### src/rtl/fl6_pkg.sv
package fl6_pkg;
    localparam int LUT_K  = 6;
    localparam int MASK_W = 1 << LUT_K;
    localparam int NPATH  = 2;
    localparam int IN_W   = 8;
    localparam int MODE_W = 3;

    typedef enum logic [MODE_W-1:0] {
        M_TOP6 = 3'd0,
        M_BOT6 = 3'd1,
        M_5_5  = 3'd2,
        M_5_4  = 3'd3,
        M_4_4  = 3'd4,
        M_6_6  = 3'd5
    } mode_e;

    typedef struct packed {
        logic              pack1;
        logic              pack0;
        logic [NPATH-1:0]  byp;
        logic [MODE_W-1:0] mode;
    } ctrl_t;

    localparam int CTRL_W = $bits(ctrl_t);

    function automatic logic lut_pick(input logic [MASK_W-1:0] m,
                                      input logic [LUT_K-1:0]  idx);
        return m[idx];
    endfunction
endpackage

### src/rtl/fl6_cfg_store.sv
module fl6_cfg_store
    import fl6_pkg::*;
(
    input  logic              clk,
    input  logic              rst_n,
    input  logic              cfg_we,
    input  logic              cfg_addr,
    input  logic [MASK_W-1:0] cfg_data,
    output logic [MASK_W-1:0] mask,
    output ctrl_t             ctrl
);
    typedef struct packed {
        logic [MASK_W-1:0] mask;
        ctrl_t             ctrl;
    } cfg_st_t;

    cfg_st_t st_d, st_q;

    always_comb begin
        st_d = st_q;
        if (cfg_we) begin
            if (cfg_addr) st_d.ctrl = ctrl_t'(cfg_data[CTRL_W-1:0]);
            else          st_d.mask = cfg_data;
        end
    end

    always_ff @(posedge clk or negedge rst_n) begin
        if (!rst_n) st_q <= '0;
        else        st_q <= st_d;
    end

    assign mask = st_q.mask;
    assign ctrl = st_q.ctrl;
endmodule

### src/rtl/fl6_lut_split.sv
module fl6_lut_split
    import fl6_pkg::*;
(
    input  logic [MASK_W-1:0] mask,
    input  logic [MODE_W-1:0] mode,
    input  logic [IN_W-1:0]   din,   // {f1,e1,f0,e0,d,c,b,a}
    output logic [NPATH-1:0]  comb
);
    logic [LUT_K-1:0] idx_top6, idx_bot6;
    logic [LUT_K-1:0] idx_top5, idx_bot5, idx_bot4s, idx_top4, idx_bot4;

    always_comb begin
        idx_top6  = din[5:0];
        idx_bot6  = {din[7:6], din[3:0]};
        idx_top5  = {1'b0, din[5:4], din[2:0]};
        idx_bot5  = {1'b1, din[7:6], din[3], din[1:0]};
        idx_bot4s = {2'b10, din[7:6], din[3], din[0]};
        idx_top4  = {2'b00, din[5:4], din[1:0]};
        idx_bot4  = {2'b01, din[7:6], din[3:2]};
    end

    always_comb begin
        comb = '0;
        case (mode)
            M_TOP6: comb[0] = lut_pick(mask, idx_top6);
            M_BOT6: comb[1] = lut_pick(mask, idx_bot6);
            M_5_5: begin
                comb[0] = lut_pick(mask, idx_top5);
                comb[1] = lut_pick(mask, idx_bot5);
            end
            M_5_4: begin
                comb[0] = lut_pick(mask, idx_top5);
                comb[1] = lut_pick(mask, idx_bot4s);
            end
            M_4_4: begin
                comb[0] = lut_pick(mask, idx_top4);
                comb[1] = lut_pick(mask, idx_bot4);
            end
            M_6_6: begin
                comb[0] = lut_pick(mask, idx_top6);
                comb[1] = lut_pick(mask, idx_bot6);
            end
            default: comb = '0;
        endcase
    end
endmodule

### src/rtl/fl6_out_reg.sv
module fl6_out_reg
    import fl6_pkg::*;
(
    input  logic             clk,
    input  logic             rst_n,
    input  logic [NPATH-1:0] dat,
    input  logic [NPATH-1:0] en,
    input  logic [NPATH-1:0] sclr,
    output logic [NPATH-1:0] q
);
    typedef struct packed {
        logic [NPATH-1:0] r;
    } reg_st_t;

    reg_st_t st_d, st_q;

    for (genvar i = 0; i < NPATH; i++) begin : g_path
        always_comb begin
            if (sclr[i])    st_d.r[i] = 1'b0;
            else if (en[i]) st_d.r[i] = dat[i];
            else            st_d.r[i] = st_q.r[i];
        end
    end

    always_ff @(posedge clk or negedge rst_n) begin
        if (!rst_n) st_q <= '0;
        else        st_q <= st_d;
    end

    assign q = st_q.r;
endmodule

### src/rtl/fl6_cell.sv
module fl6_cell
    import fl6_pkg::*;
(
    input  logic              clk,
    input  logic              rst_n,
    input  logic              cfg_we,
    input  logic              cfg_addr,
    input  logic [MASK_W-1:0] cfg_data,
    input  logic              in_a,
    input  logic              in_b,
    input  logic              in_c,
    input  logic              in_d,
    input  logic              in_e0,
    input  logic              in_f0,
    input  logic              in_e1,
    input  logic              in_f1,
    input  logic [NPATH-1:0]  reg_en,
    input  logic [NPATH-1:0]  reg_sclr,
    output logic              comb0,
    output logic              comb1,
    output logic              out0,
    output logic              out1
);
    logic [MASK_W-1:0] cfg_mask;
    ctrl_t             cfg_ctrl;
    logic [IN_W-1:0]   din;
    logic [NPATH-1:0]  comb;
    logic [NPATH-1:0]  reg_din;
    logic [NPATH-1:0]  reg_q;

    assign din = {in_f1, in_e1, in_f0, in_e0, in_d, in_c, in_b, in_a};

    fl6_cfg_store u_cfg (
        .clk      (clk),
        .rst_n    (rst_n),
        .cfg_we   (cfg_we),
        .cfg_addr (cfg_addr),
        .cfg_data (cfg_data),
        .mask     (cfg_mask),
        .ctrl     (cfg_ctrl)
    );

    fl6_lut_split u_lut (
        .mask (cfg_mask),
        .mode (cfg_ctrl.mode),
        .din  (din),
        .comb (comb)
    );

    // Register packing: an idle input pair feeds a flip-flop directly.
    always_comb begin
        reg_din = comb;
        if (cfg_ctrl.mode == M_BOT6 && cfg_ctrl.pack0)
            reg_din[0] = in_e0;
        if (cfg_ctrl.mode == M_TOP6 && cfg_ctrl.pack1 && cfg_ctrl.byp[0])
            reg_din[1] = in_f1;
    end

    fl6_out_reg u_reg (
        .clk   (clk),
        .rst_n (rst_n),
        .dat   (reg_din),
        .en    (reg_en),
        .sclr  (reg_sclr),
        .q     (reg_q)
    );

    assign comb0 = comb[0];
    assign comb1 = comb[1];
    assign out0  = cfg_ctrl.byp[0] ? comb[0] : reg_q[0];
    assign out1  = cfg_ctrl.byp[1] ? comb[1] : reg_q[1];
endmodule

### config.mk
export PLATFORM = sky130hd
export DESIGN_NAME = fl6_cell
export DESIGN_NICKNAME = d
export VERILOG_FILES = /design/src/rtl/fl6_pkg.sv /design/src/rtl/fl6_cfg_store.sv /design/src/rtl/fl6_lut_split.sv /design/src/rtl/fl6_out_reg.sv /design/src/rtl/fl6_cell.sv
export SDC_FILE = /design/constraint.sdc
export NUM_CORES = 1
export LEC_CHECK = 0
export ABC_AREA = 1
export BUFFER_PORTS_ARGS = -buffer_cell sky130_fd_sc_hd__clkbuf_2
export CORE_ASPECT_RATIO = 1.5
export CORE_UTILIZATION = 40
export CTS_CLUSTER_DIAMETER = 60
export CTS_CLUSTER_SIZE = 24
export DETAILED_ROUTE_END_ITERATION = 10
export GPL_TIMING_DRIVEN = 0
export PLACE_DENSITY_LB_ADDON = 0.1
export SLEW_MARGIN = 10
export SYNTH_ARGS = -nofsm -noshare
export SYNTH_HDL_FRONTEND = slang
export SYNTH_HIERARCHICAL = 1
export SYNTH_SLANG_ARGS = --single-unit
### constraint.sdc
create_clock -name clk -period 1.6 [get_ports clk]
set_clock_uncertainty 0.15 [all_clocks]
set_input_delay 0.16 -clock clk [delete_from_list [all_inputs] [get_ports clk]]
set_output_delay 0.16 -clock clk [all_outputs]
set_load 0.02 [all_outputs]
Word-level counts from Yosys, hierarchy flattened
Index checks and enable logic that the tools add are counted.
{ "totals": {"regBits": 73, "latchBits": 0, "mem_bits_rw": 0, "mem_bits_ro": 0, "input_bits": 80, "out_inout_bits": 4, "n_memories": 0} }
{ "op_classes": {"add_sub_neg": 0, "multipliers": 0, "div_mod_pow": 0, "magnitude_cmp": 7, "eq_ne": 5, "shifts": 0, "muxes": 24, "bitwise": 1, "n_reduce_logical": 11} }
{ "op_table": {"columns": ["op", "count"], "rows": [
  ["6-bit by 7-bit < comparator with 1-bit output, second input constant", 4],
  ["1-bit two-way mux", 15],
  ["5-bit by 7-bit < comparator with 1-bit output, second input constant", 2],
  ["1-bit binary-select mux with 4-bit select", 3],
  ["1-bit binary-select mux with 6-bit select", 2],
  ["1-bit binary-select mux with 5-bit select", 2],
  ["4-bit by 7-bit < comparator with 1-bit output, second input constant", 1],
  ["3-bit by 2-bit == test with 1-bit output, second input constant", 2],
  ["3-bit == test, second input constant", 2],
  ["2-bit OR reduction", 3],
  ["1-bit case mux with 4 select lines", 1],
  ["2-bit AND reduction", 2],
  ["2-bit nonzero test", 2],
  ["3-bit by 1-bit == test with 1-bit output, second input constant", 1],
  ["1-bit logical AND", 3],
  ["3-bit logical NOT", 1],
  ["1-bit case mux with 3 select lines", 1],
  ["1-bit inverter", 1]
]} }

Logic depth before layout (Yosys ltp)
Gate-level depths: netlist of the first run.
{ "logic_depth": {"word_depth": 6, "depth_mapped": 18, "depth_no_buf": 15} }

By module
Netlist of the first run, hierarchy kept.
{ "modules_own_cells": {"columns": ["mod", "n_inst", "cells_each", "area_per_inst_um2", "seq_area_each_um2"], "rows": [
  ["fl6_cfg_store", 1, 309, 3328.2, 1776.7],
  ["fl6_lut_split", 1, 267, 1193.6, 0.0],
  ["fl6_out_reg", 1, 12, 90.1, 50.0],
  ["fl6_cell", 1, 15, 76.3, 0.0]
]} }

Worst setup path after synthesis of the first run
Ideal clock, no wire load.
{ "synth_path": {"path_kind": "in2out", "startpoint": "input port in_b", "endpoint": "output port out1", "t_arrival_ns": 1.624, "slack_ns": -0.334, "cell_stages": 13, "n_path_buf": 2, "cell_sequence": "buf_4 -> inv_1 -> buf_4 -> nand3_1 -> nand2_1 -> nand2_1 -> nand3_1 -> nand3_1 -> nand3_1 -> nand2_1 -> nor2_1 -> nand2_1 -> mux2_2"} }
{ "synth_via": {"elab_chain_cells": 4} }
{ "synth_rtl": {"columns": ["item", "line", "rtl"], "rows": [
  ["from (decl)", "fl6_cell.sv:10", "input logic in_b,"],
  ["1-bit binary-select mux with 6-bit select or 1-bit binary-select mux with 5-bit select (tied branches)", "fl6_pkg.sv:28", "return m[idx];"],
  ["1-bit two-way mux (not written as such)", "fl6_pkg.sv:28", null],
  ["1-bit case mux with 4 select lines (*)", "fl6_lut_split.sv:24", "case (mode)"],
  ["via comb1", "fl6_cell.sv:20", "output logic comb1,"],
  ["1-bit two-way mux (*)", "fl6_cell.sv:71", "assign out1 = cfg_ctrl.byp[1] ? comb[1] : reg_q[1];"],
  ["to (decl)", "fl6_cell.sv:22", "output logic out1"]
]} }
Mark *: on every way through the listed nets, which the timed path passes. The rest lies on a longest branch. The select of a mux whose other input is x is not followed.

Worst setup path after layout of the first run
{ "layout_path": {"startpoint": "register u_cfg.st_q, in the netlist u_cfg/mask[41]", "endpoint": "output port out1"} }
{ "layout_via": {"elab_chain_cells": 4} }
{ "layout_rtl": {"columns": ["item", "line", "rtl"], "rows": [
  ["from (decl)", "fl6_cfg_store.sv:17", "cfg_st_t st_d, st_q;"],
  ["from (signal assigned)", "fl6_cfg_store.sv:29", "else st_q <= st_d;"],
  ["1-bit binary-select mux with 6-bit select (tied with other cells)", "fl6_pkg.sv:28", null],
  ["1-bit two-way mux (not written as such)", "fl6_pkg.sv:28", null],
  ["1-bit case mux with 4 select lines (*)", "fl6_lut_split.sv:24", null],
  ["1-bit two-way mux (*)", "fl6_cell.sv:71", null]
]} }
Every way passes the cells marked *; elsewhere a longest branch is shown, timed or not. The select of a mux whose other input is x is not followed.

==> metrics.md, run 1 <==
| Metric | Value |
|---|---|
| Placement row count | `48` |
| H-tree depth | `3` |
| Drc violations | `0` |
| Die Height | `134.6 um` |
| Peak supply drop | `between 0.4 and 0.5 mV` |
| Post-Route WL | `13830 um` |
| Clock Latency Late Sink | `0.34 ns` |
| Critical path required time | `about 1.3 ns` |
| Fmax | `between 400 and 500 MHz` |
| Syn_nets | `683` |
| Worst slew margin | `0.6587` |
| Final setup violation count | `6` |
| Post-layout net count | `about 860` |
| Critical path launch point type | `register` |
| Slew Limit Fails | `0` |
| Ports | `84` |
| Max cap viols | `0` |
| Combined area of all synthesized cells | `around 4700 um2` |
| Hold depth | `3` |
| Reg clk slew, reported paths | `0.06 ns` |
| Routed len/inst | `14.81 um` |
| Pwr Density | `between 800 and 900 nW/um2` |
| Antenna violations before repair | `0` |
| Reg2reg path depth | `16` |
| Count of cell types in the netlist | `23` |
| Post-Synthesis Cells | `approximately 600` |
| Largest net degree at the start of global routing | `40` |
| Fin Setup TNS | `-2.580 ns` |
| Layout area overhead | `43.29%` |
| Cell type of the slowest stage on the worst timing path | `dfrtp_1` |
| Vias | `approximately 4600` |
| Yosys warns | `6` |
| N_diodes | `0` |
| Status | `finished with violations` |
| Cells along the critical path | `nand2_1 > nand3_1 > nand2_1 > nand2_1 > nand3_2 > nand3_2 > nand3_2 > nand2_2 > nor2_4 > nand2_2 > mux2_4 > buf_8` |
| Crit Path Category | `register to output pin` |
| Maximum buffer depth of the clock tree | `2` |
| Initial Utilization | `0.4087` |
| Chip Width | `90.40 um` |
| Critical path origin | `u_cfg/mask[41]` |
| First-pass iteration count of the detailed router | `4` |
| Lkg Pwr | `about 3.4 nW` |
| Dpl hpwl | `just under 10000 um` |
| RSZ-0062 raised after global routing | `yes` |
| Minimum clock period | `between 2 and 2.5 ns` |
| Placed standard-cell area | `about 5300 um2` |
| Critical R2R Capture | `u_reg/q[1]` |
| Die area | `about 12000 um2` |
| Root buffer cell | `clkbuf_16` |
| Number of port buffers | `76` |
| Vias in the first global route | `about 4600` |
| R2R Path Start | `u_cfg/mask[41]` |
| Endpoints failing hold | `0` |
| First-pass GRT wire length | `22020 um` |
| CP arrival | `around 1.9 ns` |
| Fin crit share | `1.393` |
| Sequential share of the synthesized area | `0.3896` |
| Iteration-0 DRC Markers | `260` |
| Ratio of cells with drive above 1 in the final layout | `0.3482` |
| Crit path max-delay family | `simple AND/OR/NAND/NOR gates` |
| Via density | `~5` |
| Least-Margin Pin Slew | `a little over 0.5 ns` |
| Total track usage | `0.2358` |
| Inserted Clock Buffers | `9` |
| Crit path capture type | `output pin` |
| CP max FO | `2` |
| Design Area, Final | `roughly 6700 um2` |
| Core footprint | `between 10000 and 15000 um2` |
| TritonCTS clock tree | `yes` |
| Critical path's largest stage delay | `between 0.3 and 0.4 ns` |
| Worst Hold Class | `primary input to register` |
| R2R Setup Slk | `-0.29 ns` |
| Yosys reg bits | `73` |
| Final GP Congestion | `0.8831` |
| Antenna-violating nets left | `0` |
| Hold Startpoint | `cfg_we` |
| Buf/Inv on CP | `1` |
| # clock sinks | `73` |
| Number of stages on the worst setup path | `12` |
| Average instance area after synthesis | `7.775 um2` |
| Total congestion overflow | `0` |
| Final worst slack | `-0.6291 ns` |
| Failing checks | `negative setup slack` |
| Critical path destination | `out1` |
-- cells by family (layout without fill, tap and decap cells) --
logic type / Yosys count / after routing / share of synthesized area
AOI/OAI and AO/OA: 23 / 23 / 0.02509
DFF: 73 / 73 / 0.3896
buffers and inverters: 66 / 247 / 0.1166
and+or+nand+nor: 440 / 440 / 0.4662
muxes: 1 / 1 / 0.002402
-- synth_stat cells --
cell / n / area, um2
clkbuf_8: 1 / 13.76
a21oi_1: 14 / 70.07
buf_12: 12 / 240.2
nand3_2: 60 / 600.6
o21ai_0: 8 / 40.04
inv_1: 25 / 93.84
buf_6: 6 / 67.56
nor2_1: 11 / 41.29
inv_2: 1 / 3.750
nor2_2: 2 / 12.51
inv_8: 1 / 11.26
nand2_8: 1 / 20.02
buf_2: 15 / 75.07
mux2_2: 1 / 11.26
nand3_1: 104 / 520.5
nand2_1: 258 / 968.4
o211ai_1: 1 / 7.510
buf_4: 3 / 22.52
nor3_1: 2 / 10.01
dfrtp_1: 73 / 1827
nand4_1: 2 / 12.51
clkinv_1: 1 / 3.750
buf_8: 1 / 15.01
-- stage by stage --
step	utilization	total power (W)	hold slack, ns	setup slack, ns	cells
after floorplan	-	0.003039	-0.2856	-0.2349	603
final	0.5856	0.006025	0.04478	-0.6291	934
after global placement	0.4599	0.003429	0.2387	-0.7102	829
after global routing	0.5856	0.006342	0.08065	-0.7165	934
after detailed placement	0.4618	0.003462	0.04057	-0.6834	830
after CTS	0.5622	0.005947	0.04541	-0.6866	924
-- cell usage in the layout (no fill, tap or decap), types with 2 or more instances in the layout --
| master | synthesis | routed |
|---|---|---|
| a21oi_1 | 14 | 12 |
| a21oi_2 | 0 | 2 |
| buf_12 | 12 | 13 |
| buf_2 | 15 | 16 |
| buf_4 | 3 | 20 |
| buf_6 | 6 | 6 |
| buf_8 | 1 | 4 |
| bufinv_16 | 0 | 2 |
| clkbuf_16 | 0 | 9 |
| clkbuf_2 | 0 | 72 |
| clkbuf_8 | 1 | 4 |
| dfrtp_1 | 73 | 73 |
| dlygate4sd3_1 | 0 | 70 |
| inv_1 | 25 | 23 |
| inv_2 | 1 | 3 |
| nand2_1 | 258 | 239 |
| nand2_2 | 0 | 19 |
| nand3_1 | 104 | 71 |
| nand3_2 | 60 | 93 |
| nand4_1 | 2 | 2 |
| nor2_1 | 11 | 10 |
| nor2_2 | 2 | 2 |
| nor3_1 | 2 | 2 |
| o21ai_0 | 8 | 7 |
-- worst min-delay path: cells and delay by family --
family | cells | cell delay [ns]
simple gates | 2 | 0.16
buf+inv | 1 | 0.17
-- worst min-delay path by stage --
| stage | end | slack (ns) |
|---|---|---|
| after detailed placement | u_cfg/mask[29] | 0.04 |
| after floorplan | u_cfg/ctrl[0] | -0.29 |
| final | u_cfg/mask[60] | 0.04 |
| after global placement | u_cfg/mask[26] | 0.24 |
| after CTS | u_cfg/mask[60] | 0.05 |
| after global routing | u_cfg/mask[60] | 0.08 |
-- registers in the layout, summed over array words and instances, names as in the netlist --
signal	cells
u_reg/q	2
u_cfg/mask	64
u_cfg/ctrl	7
-- final cells by class --
cell class,count,area (um2)
fill,1078,4753
multi-input combinational,464,2546
sequential,73,1827
timing repair buffer,165,1262
buffer,38,437.9
clock buffer,12,266.5
tap,150,187.7
inverter,28,116.4
clock inverter,4,73.82
-- report_power, final --
part	switching [W]	internal [W]
logic	0.000816	0.000707
registers	0.000158	0.00208
clock network	0.000775	0.00149
-- layer usage --
metal,global-route usage,up-vias,part of all wire
met1,0.2741,2208,0.40
met4,0.07975,0,0.016
met5,0,-,0
met2,0.4381,97,0.54
met3,0.03716,14,0.038
li1,-,2318,-
-- timing repair --
action | CTS | global route
setup buffers | 8 | 10
pin swaps | 13 | 30
cloned | 0 | 0
resized for setup | 12 | 49
hold buffers | 70 | 0
setup endpoints to repair | 6 | 6
hold endpoints to repair | 107 | 0
(Power assumes the default switching activity.)
==> run 2, diff against run 1 <==
--- a/config.mk
+++ b/config.mk
@@ -7,8 +7,11 @@
 export LEC_CHECK = 0
 export ABC_AREA = 1
 export BUFFER_PORTS_ARGS = -buffer_cell sky130_fd_sc_hd__clkbuf_2
+export CELL_PAD_IN_SITES_DETAIL_PLACEMENT = 1
+export CELL_PAD_IN_SITES_GLOBAL_PLACEMENT = 1
 export CORE_ASPECT_RATIO = 1.5
-export CORE_UTILIZATION = 40
+export CORE_MARGIN = 4
+export CORE_UTILIZATION = 37
 export CTS_CLUSTER_DIAMETER = 60
 export CTS_CLUSTER_SIZE = 24
 export DETAILED_ROUTE_END_ITERATION = 10
==> metrics.md, run 2 (synthesis results as in run 1) <==
| Metric | Value |
|---|---|
| Ports | `84 (unchanged)` |
| Status | `finished with violations (unchanged)` |
| # fillers | `1506 (was 1078)` |
| Endpoints failing hold | `0 (unchanged)` |
| Number of port buffers | `76 (unchanged)` |
| Peak supply drop | `0.4721 mV (was 0.4815 mV)` |
| Placement row count | `50 (was 48)` |
| Fin Setup TNS | `-3.058 ns (was -2.580 ns)` |
| Total track usage | `0.2241 (was 0.2358)` |
| Layout area overhead | `46.89% (was 43.29%)` |
| Worst slew margin | `0.6328 (was 0.6587)` |
| Max reg flops | `64 (unchanged)` |
| TritonCTS clock tree | `yes (unchanged)` |
| Core footprint | `12450 um2 (was 11470 um2)` |
| Maximum buffer depth of the clock tree | `2 (unchanged)` |
| Fmax | `439.6 MHz (was 448.6 MHz)` |
| Slew Limit Fails | `0 (unchanged)` |
| Fin crit share | `1.422 (was 1.393)` |
| Reg clk slew, reported paths | `0.06 ns (about the same)` |
| Minimum clock period | `2.275 ns (was 2.229 ns)` |
| # clock sinks | `73 (unchanged)` |
| Max cap viols | `0 (unchanged)` |
| RSZ-0062 raised after global routing | `yes (unchanged)` |
| Failing checks | `negative setup slack (unchanged)` |
| Critical path's largest stage delay | `0.40 ns (was 0.38 ns)` |
| Die Height | `145.9 um (was 134.6 um)` |
| Pwr Density | `911.9 nW/um2 (was 897.0 nW/um2)` |
| CP arrival | `1.96 ns (was 1.92 ns)` |
| Lkg Pwr | `3.490 nW (was 3.427 nW)` |
| Dpl hpwl | `11270 um (was 9716 um)` |
| Critical path launch point type | `register (unchanged)` |
| Antenna-violating nets left | `0 (unchanged)` |
| Clock Latency Late Sink | `0.34 ns (about the same)` |
| Inserted Clock Buffers | `9 (unchanged)` |
| Post-Route WL | `16220 um (was 13830 um)` |
| Crit path max-delay family | `simple AND/OR/NAND/NOR gates (unchanged)` |
| Final worst slack | `-0.6746 ns (was -0.6291 ns)` |
| Root buffer cell | `clkbuf_16 (unchanged)` |
| Antenna violations before repair | `0 (unchanged)` |
| Die area | `14570 um2 (was 12170 um2)` |
| Buf/Inv on CP | `1 (unchanged)` |
| Crit path capture type | `output pin (unchanged)` |
| Via density | `5.033 (was 4.965)` |
| Worst Hold Class | `primary input to register (unchanged)` |
| Cell type of the slowest stage on the worst timing path | `dfrtp_1 (unchanged)` |
| Initial Utilization | `0.3766 (was 0.4087)` |
| Commonest cells after routing, fill and taps aside | `228 x nand2_1, 100 x nand3_2, 73 x dfrtp_1, 71 x dlygate4sd3_1, 71 x clkbuf_2 (was 239 x nand2_1, 93 x nand3_2, 73 x dfrtp_1, 72 x clkbuf_2, 71 x nand3_1)` |
| N_diodes | `0 (unchanged)` |
| Vias in the first global route | `5144 (was 4554)` |
| CP max FO | `3 (was 2)` |
| Iteration-0 DRC Markers | `191 (was 260)` |
| First-pass iteration count of the detailed router | `4 (unchanged)` |
| Chip Width | `99.91 um (was 90.40 um)` |
| Largest net degree at the start of global routing | `39 (was 40)` |
| Least-Margin Pin Slew | `0.5507 ns (was 0.5119 ns)` |
| Final GP Congestion | `0.8535 (was 0.8831)` |
| Routed len/inst | `17.11 um (was 14.81 um)` |
| Critical path required time | `1.29 ns (about the same)` |
| Post-layout net count | `867 (was 859)` |
| First-pass GRT wire length | `25630 um (was 22020 um)` |
| Total congestion overflow | `0 (unchanged)` |
| Crit Path Category | `register to output pin (unchanged)` |
| H-tree depth | `3 (unchanged)` |
| Cells along the critical path | `nor2_1 > nor2_1 > nand2_1 > nand3_2 > nand3_2 > nand3_1 > nand3_2 > nand2_2 > nand2_2 > nand2_2 > mux2_4 > buf_8 (was nand2_1 > nand3_1 > nand2_1 > nand2_1 > nand3_2 > nand3_2 > nand3_2 > nand2_2 > nor2_4 > nand2_2 > mux2_4 > buf_8)` |
| Commonest non-fill, non-tap cell in the layout | `nand2_1 (unchanged)` |
| Drc violations | `0 (unchanged)` |
| Ratio of cells with drive above 1 in the final layout | `0.3737 (was 0.3482)` |
| Final setup violation count | `6 (unchanged)` |
| Total power | `0.006280 W (was 0.006025 W)` |
| Vias | `4771 (was 4637)` |
run 2: changes by cell type in the layout (fill, tap and decap cells not counted), moves of 3 or more:
cell,delta
nand3_2,+7
buf_6,+3
nand2_1,-11
nand2_2,+10
nand3_1,-7
buf_4,+6
run 2: final cells by class:
class                      count  area [um2]  share of cell area
sequential                    73        1827              0.2653
clock inverter                 4       98.84             0.01435
multi-input combinational    464        2614              0.3795
inverter                      28       116.4             0.01690
buffer                        38       437.9             0.06359
timing repair buffer         173        1341              0.1948
clock buffer                  12       256.5             0.03725
tap                          156       195.2             0.02834
run 2: final timing paths:
path                                     start              to  slack, ns  depth (start not counted)
worst min register to register  u_cfg/mask[54]  u_cfg/mask[54]       0.32                          2
max in group asynchronous                rst_n  u_cfg/mask[11]       0.49                          3
worst max register to register  u_cfg/mask[20]      u_reg/q[1]      -0.34                         16
min in group asynchronous                rst_n  u_cfg/mask[27]       0.22                          2
worst min-delay path                    cfg_we  u_cfg/mask[60]       0.03                          3
worst max-delay path            u_cfg/mask[20]            out1      -0.67                         12
run 2: metrics by stage:
stage,hold WS (ns),utilization,area [um2],worst slack (ns),cells
after floorplan,-0.2856,-,4707,-0.2349,603
after global placement,0.2389,0.4243,5283,-0.6677,835
after detailed placement,0.05369,0.4261,5305,-0.6760,836
after CTS,0.03919,0.5180,6449,-0.7166,925
after global routing,0.04058,0.5532,6887,-0.7673,948
final,0.03498,0.5532,6887,-0.6746,948
run 2: repair_timing:
| action | 4_1_cts | 5_1_grt |
|---|---|---|
| hold buffers | 71 | 0 |
| setup buffers | 2 | 23 |
| pin swaps | 11 | 36 |
| endpoints found under the hold margin | 108 | 0 |
| endpoints found under the setup margin | 6 | 6 |
| gates resized for setup | 15 | 72 |
run 2: where the power goes:
| part | switching (W) | internal, W | leakage (nW) |
|---|---|---|---|
| registers | 0.000171 | 0.00208 | 0.905 |
| logic | 0.000886 | 0.000755 | 2.41 |
| clock network | 0.000779 | 0.00161 | 0.173 |
run 2: per-layer routing:
layer / share of wire / vias to the layer above / global-route usage
li1: - / 2326 / -
met1: 0.40 / 2338 / 0.2569
met2: 0.55 / 89 / 0.4231
met3: 0.028 / 18 / 0.02542
met4: 0.015 / 0 / 0.06972
met5: 0 / - / 0
run 2: worst reg2reg max path, delay by kind of cell (launching register included):
family | cells | cell delay, ns
buffers and inverters | 2 | 0.25
flip-flops | 1 | 0.40
AND/OR/NAND/NOR | 14 | 1.03
==> run 3, diff against run 2 <==
--- a/config.mk
+++ b/config.mk
@@ -11,7 +11,7 @@
 export CELL_PAD_IN_SITES_GLOBAL_PLACEMENT = 1
 export CORE_ASPECT_RATIO = 1.5
 export CORE_MARGIN = 4
-export CORE_UTILIZATION = 37
+export CORE_UTILIZATION = 45
 export CTS_CLUSTER_DIAMETER = 60
 export CTS_CLUSTER_SIZE = 24
 export DETAILED_ROUTE_END_ITERATION = 10
==> constraint.sdc (replaced) <==
create_clock -name clk -period 2.7 [get_ports clk]
set_clock_uncertainty 0.15 [all_clocks]
set_input_delay 0.27 -clock clk [delete_from_list [all_inputs] [get_ports clk]]
set_output_delay 0.27 -clock clk [all_outputs]
set_load 0.02 [all_outputs]
==> metrics.md, run 3 (synthesis results as in run 1) <==
| Metric | Value |
|---|---|
| Maximum buffer depth of the clock tree | `2 (unchanged)` |
| Crit Path Category | `register to output pin (unchanged)` |
| H-tree depth | `3 (unchanged)` |
| Ports | `84 (unchanged)` |
| Fin Setup TNS | `0 ns (was -3.058 ns)` |
| Endpoints failing hold | `0 (unchanged)` |
| Total congestion overflow | `0 (unchanged)` |
| Total track usage | `0.2503 (was 0.2241)` |
| Final setup violation count | `0 (was 6)` |
| Pwr Density | `602.9 nW/um2 (was 911.9 nW/um2)` |
| Max cap viols | `0 (unchanged)` |
| First-pass GRT wire length | `24050 um (was 25630 um)` |
| Largest net degree at the start of global routing | `41 (was 39)` |
| TritonCTS clock tree | `yes (unchanged)` |
| Worst slew margin | `0.6650 (was 0.6328)` |
| Reg clk slew, reported paths | `0.06 ns (about the same)` |
| Antenna-violating nets left | `0 (unchanged)` |
| CP arrival | `2.11 ns (was 1.96 ns)` |
| Post-Place Cells | `797 (was 836)` |
| Lkg Pwr | `2.957 nW (was 3.490 nW)` |
| Post-Place Worst Slack | `0.08418 ns (was -0.6760 ns)` |
| Final GP Congestion | `0.9035 (was 0.8535)` |
| Worst Hold Class | `primary input to register (unchanged)` |
| Layout area overhead | `19.22% (was 46.89%)` |
| Fmax | `395.4 MHz` |
| CP max FO | `3 (unchanged)` |
| Minimum clock period | `approximately 2.5 ns` |
| Antenna violations before repair | `0 (unchanged)` |
| Number of port buffers | `76 (unchanged)` |
| Iteration-0 DRC Markers | `200 (was 191)` |
| Ratio of cells with drive above 1 in the final layout | `0.2855 (was 0.3737)` |
| First-pass iteration count of the detailed router | `4 (unchanged)` |
| Inserted Clock Buffers | `9 (unchanged)` |
| Least-Margin Pin Slew | `0.5025 ns (was 0.5507 ns)` |
| Die area | `12150 um2 (was 14570 um2)` |
| Status | `finished clean (was finished with violations)` |
| Core footprint | `10130 um2 (was 12450 um2)` |
| Slew Limit Fails | `0 (unchanged)` |
| Drc violations | `0 (unchanged)` |
| Die Height | `133.0 um (was 145.9 um)` |
| Vias | `4413 (was 4771)` |
| # clock sinks | `73 (unchanged)` |
| Critical path launch point type | `register (unchanged)` |
| Cells along the critical path | `nand2_1 > nand3_1 > nand2_1 > nand2_1 > nand3_1 > nand3_1 > nand3_1 > nand2_1 > nor2_1 > nand2_2 > mux2_2 > clkbuf_2 (was nor2_1 > nor2_1 > nand2_1 > nand3_2 > nand3_2 > nand3_1 > nand3_2 > nand2_2 > nand2_2 > nand2_2 > mux2_4 > buf_8)` |
| Initial Utilization | `0.4626 (was 0.3766)` |
| RSZ-0062 raised after global routing | `no (was yes)` |
| Chip Width | `91.34 um (was 99.91 um)` |
| Post-Layout Cell Count | `814 (was 948)` |
| Clock Latency Late Sink | `0.33 ns (was 0.34 ns)` |
| Post-layout net count | `772 (was 867)` |
| Critical path's largest stage delay | `0.39 ns (was 0.40 ns)` |
| Hold slack | `0.01026 ns (was 0.03498 ns)` |
| Commonest non-fill, non-tap cell in the layout | `nand2_1 (unchanged)` |
| Commonest cells after routing, fill and taps aside | `257 x nand2_1, 103 x nand3_1, 75 x clkbuf_2, 73 x dfrtp_1, 61 x nand3_2 (was 228 x nand2_1, 100 x nand3_2, 73 x dfrtp_1, 71 x dlygate4sd3_1, 71 x clkbuf_2)` |
| Critical path required time | `2.28 ns (was 1.29 ns)` |
| Vias in the first global route | `4867 (was 5144)` |
| Cell type of the slowest stage on the worst timing path | `dfrtp_1 (unchanged)` |
| Post-Route WL | `14330 um (was 16220 um)` |
| Placement row count | `45 (was 50)` |
| Fin crit share | `0.9367` |
| N_diodes | `0 (unchanged)` |
| Crit path capture type | `output pin (unchanged)` |
| Dpl hpwl | `10560 um (was 11270 um)` |
| Max reg flops | `64 (unchanged)` |
| Routed len/inst | `17.60 um (was 17.11 um)` |
| Final worst slack | `0.1709 ns (was -0.6746 ns)` |
| Via density | `5.421 (was 5.033)` |
| Peak supply drop | `0.3970 mV (was 0.4721 mV)` |
| Root buffer cell | `clkbuf_16 (unchanged)` |
| Post-CTS setup buffers | `0 (was 2)` |
==> run 3: changes by cell type in the layout (fill, tap and decap cells not counted), sizes merged <==
cell | before | now
dlygate4sd3 | 71 | 1
buf | 67 | 38
clkbuf | 85 | 89
bufinv | 3 | 2
clkinv | 1 | 2
==> run 3: area by class of cell <==
| class | count | area, um2 |
|---|---|---|
| fillers | 1309 | 4546 |
| multi-input cells | 464 | 2322 |
| flip-flops and latches | 73 | 1827 |
| plain buffers | 38 | 434.2 |
| repair buffers | 78 | 412.9 |
| clock buffers | 12 | 256.5 |
| well taps | 117 | 146.4 |
| inverters | 28 | 116.4 |
| clock inverters | 4 | 73.82 |
==> run 3: critical path, delay by kind of cell (launching register included) <==
kind          cells  cell delay, ns
mux               1            0.27
flops             1            0.39
simple gates     10            0.96
buf+inv           1            0.15
==> run 3: timing repair <==
action,CTS,global route
hold buffers,1,0
endpoints found under the setup margin,0,1
hold endpoints to repair,33,0
resized for setup,0,3
==> run 3: stage by stage <==
stage	utilization	instance area (um2)	power [W]
global placement	0.5146	5215	0.002019
CTS	0.5504	5578	0.003395
finish	0.5515	5589	0.003369
detailed placement	0.5168	5238	0.002057
global route	0.5515	5589	0.003559
floorplan	-	4688	0.001793
==> run 3: path summary, 6_finish.rpt <==
| check | startpoint | endpoint | slack, ns | cells after the start |
|---|---|---|---|---|
| max in group asynchronous | rst_n | u_cfg/mask[56] | 1.50 | 3 |
| hold / removal | cfg_data[30] | u_cfg/mask[30] | 0.01 | 3 |
| setup / recovery | u_cfg/mask[43] | out1 | 0.17 | 12 |
| min in group asynchronous | rst_n | u_cfg/mask[21] | 0.31 | 2 |
| hold reg to reg | u_cfg/mask[49] | u_cfg/mask[49] | 0.32 | 2 |
| setup reg to reg | u_cfg/mask[43] | u_reg/q[1] | 0.82 | 14 |
==> run 3: metal layers <==
layer	track usage	vias up	part of all wire
met3	0.03584	15	0.042
met2	0.4617	100	0.54
met5	0	-	0
met1	0.2912	2160	0.40
li1	-	2138	-
met4	0.08893	0	0.021
==> run 3: power by group <==
group	internal, W	leakage (nW)	switching [W]	total (W)
logic	0.000278	1.89	0.000444	0.000722
clock network	0.000862	0.163	0.000459	0.00132
registers	0.00123	0.905	0.0000960	0.00133
total	0.00237	2.96	0.000999	0.00337
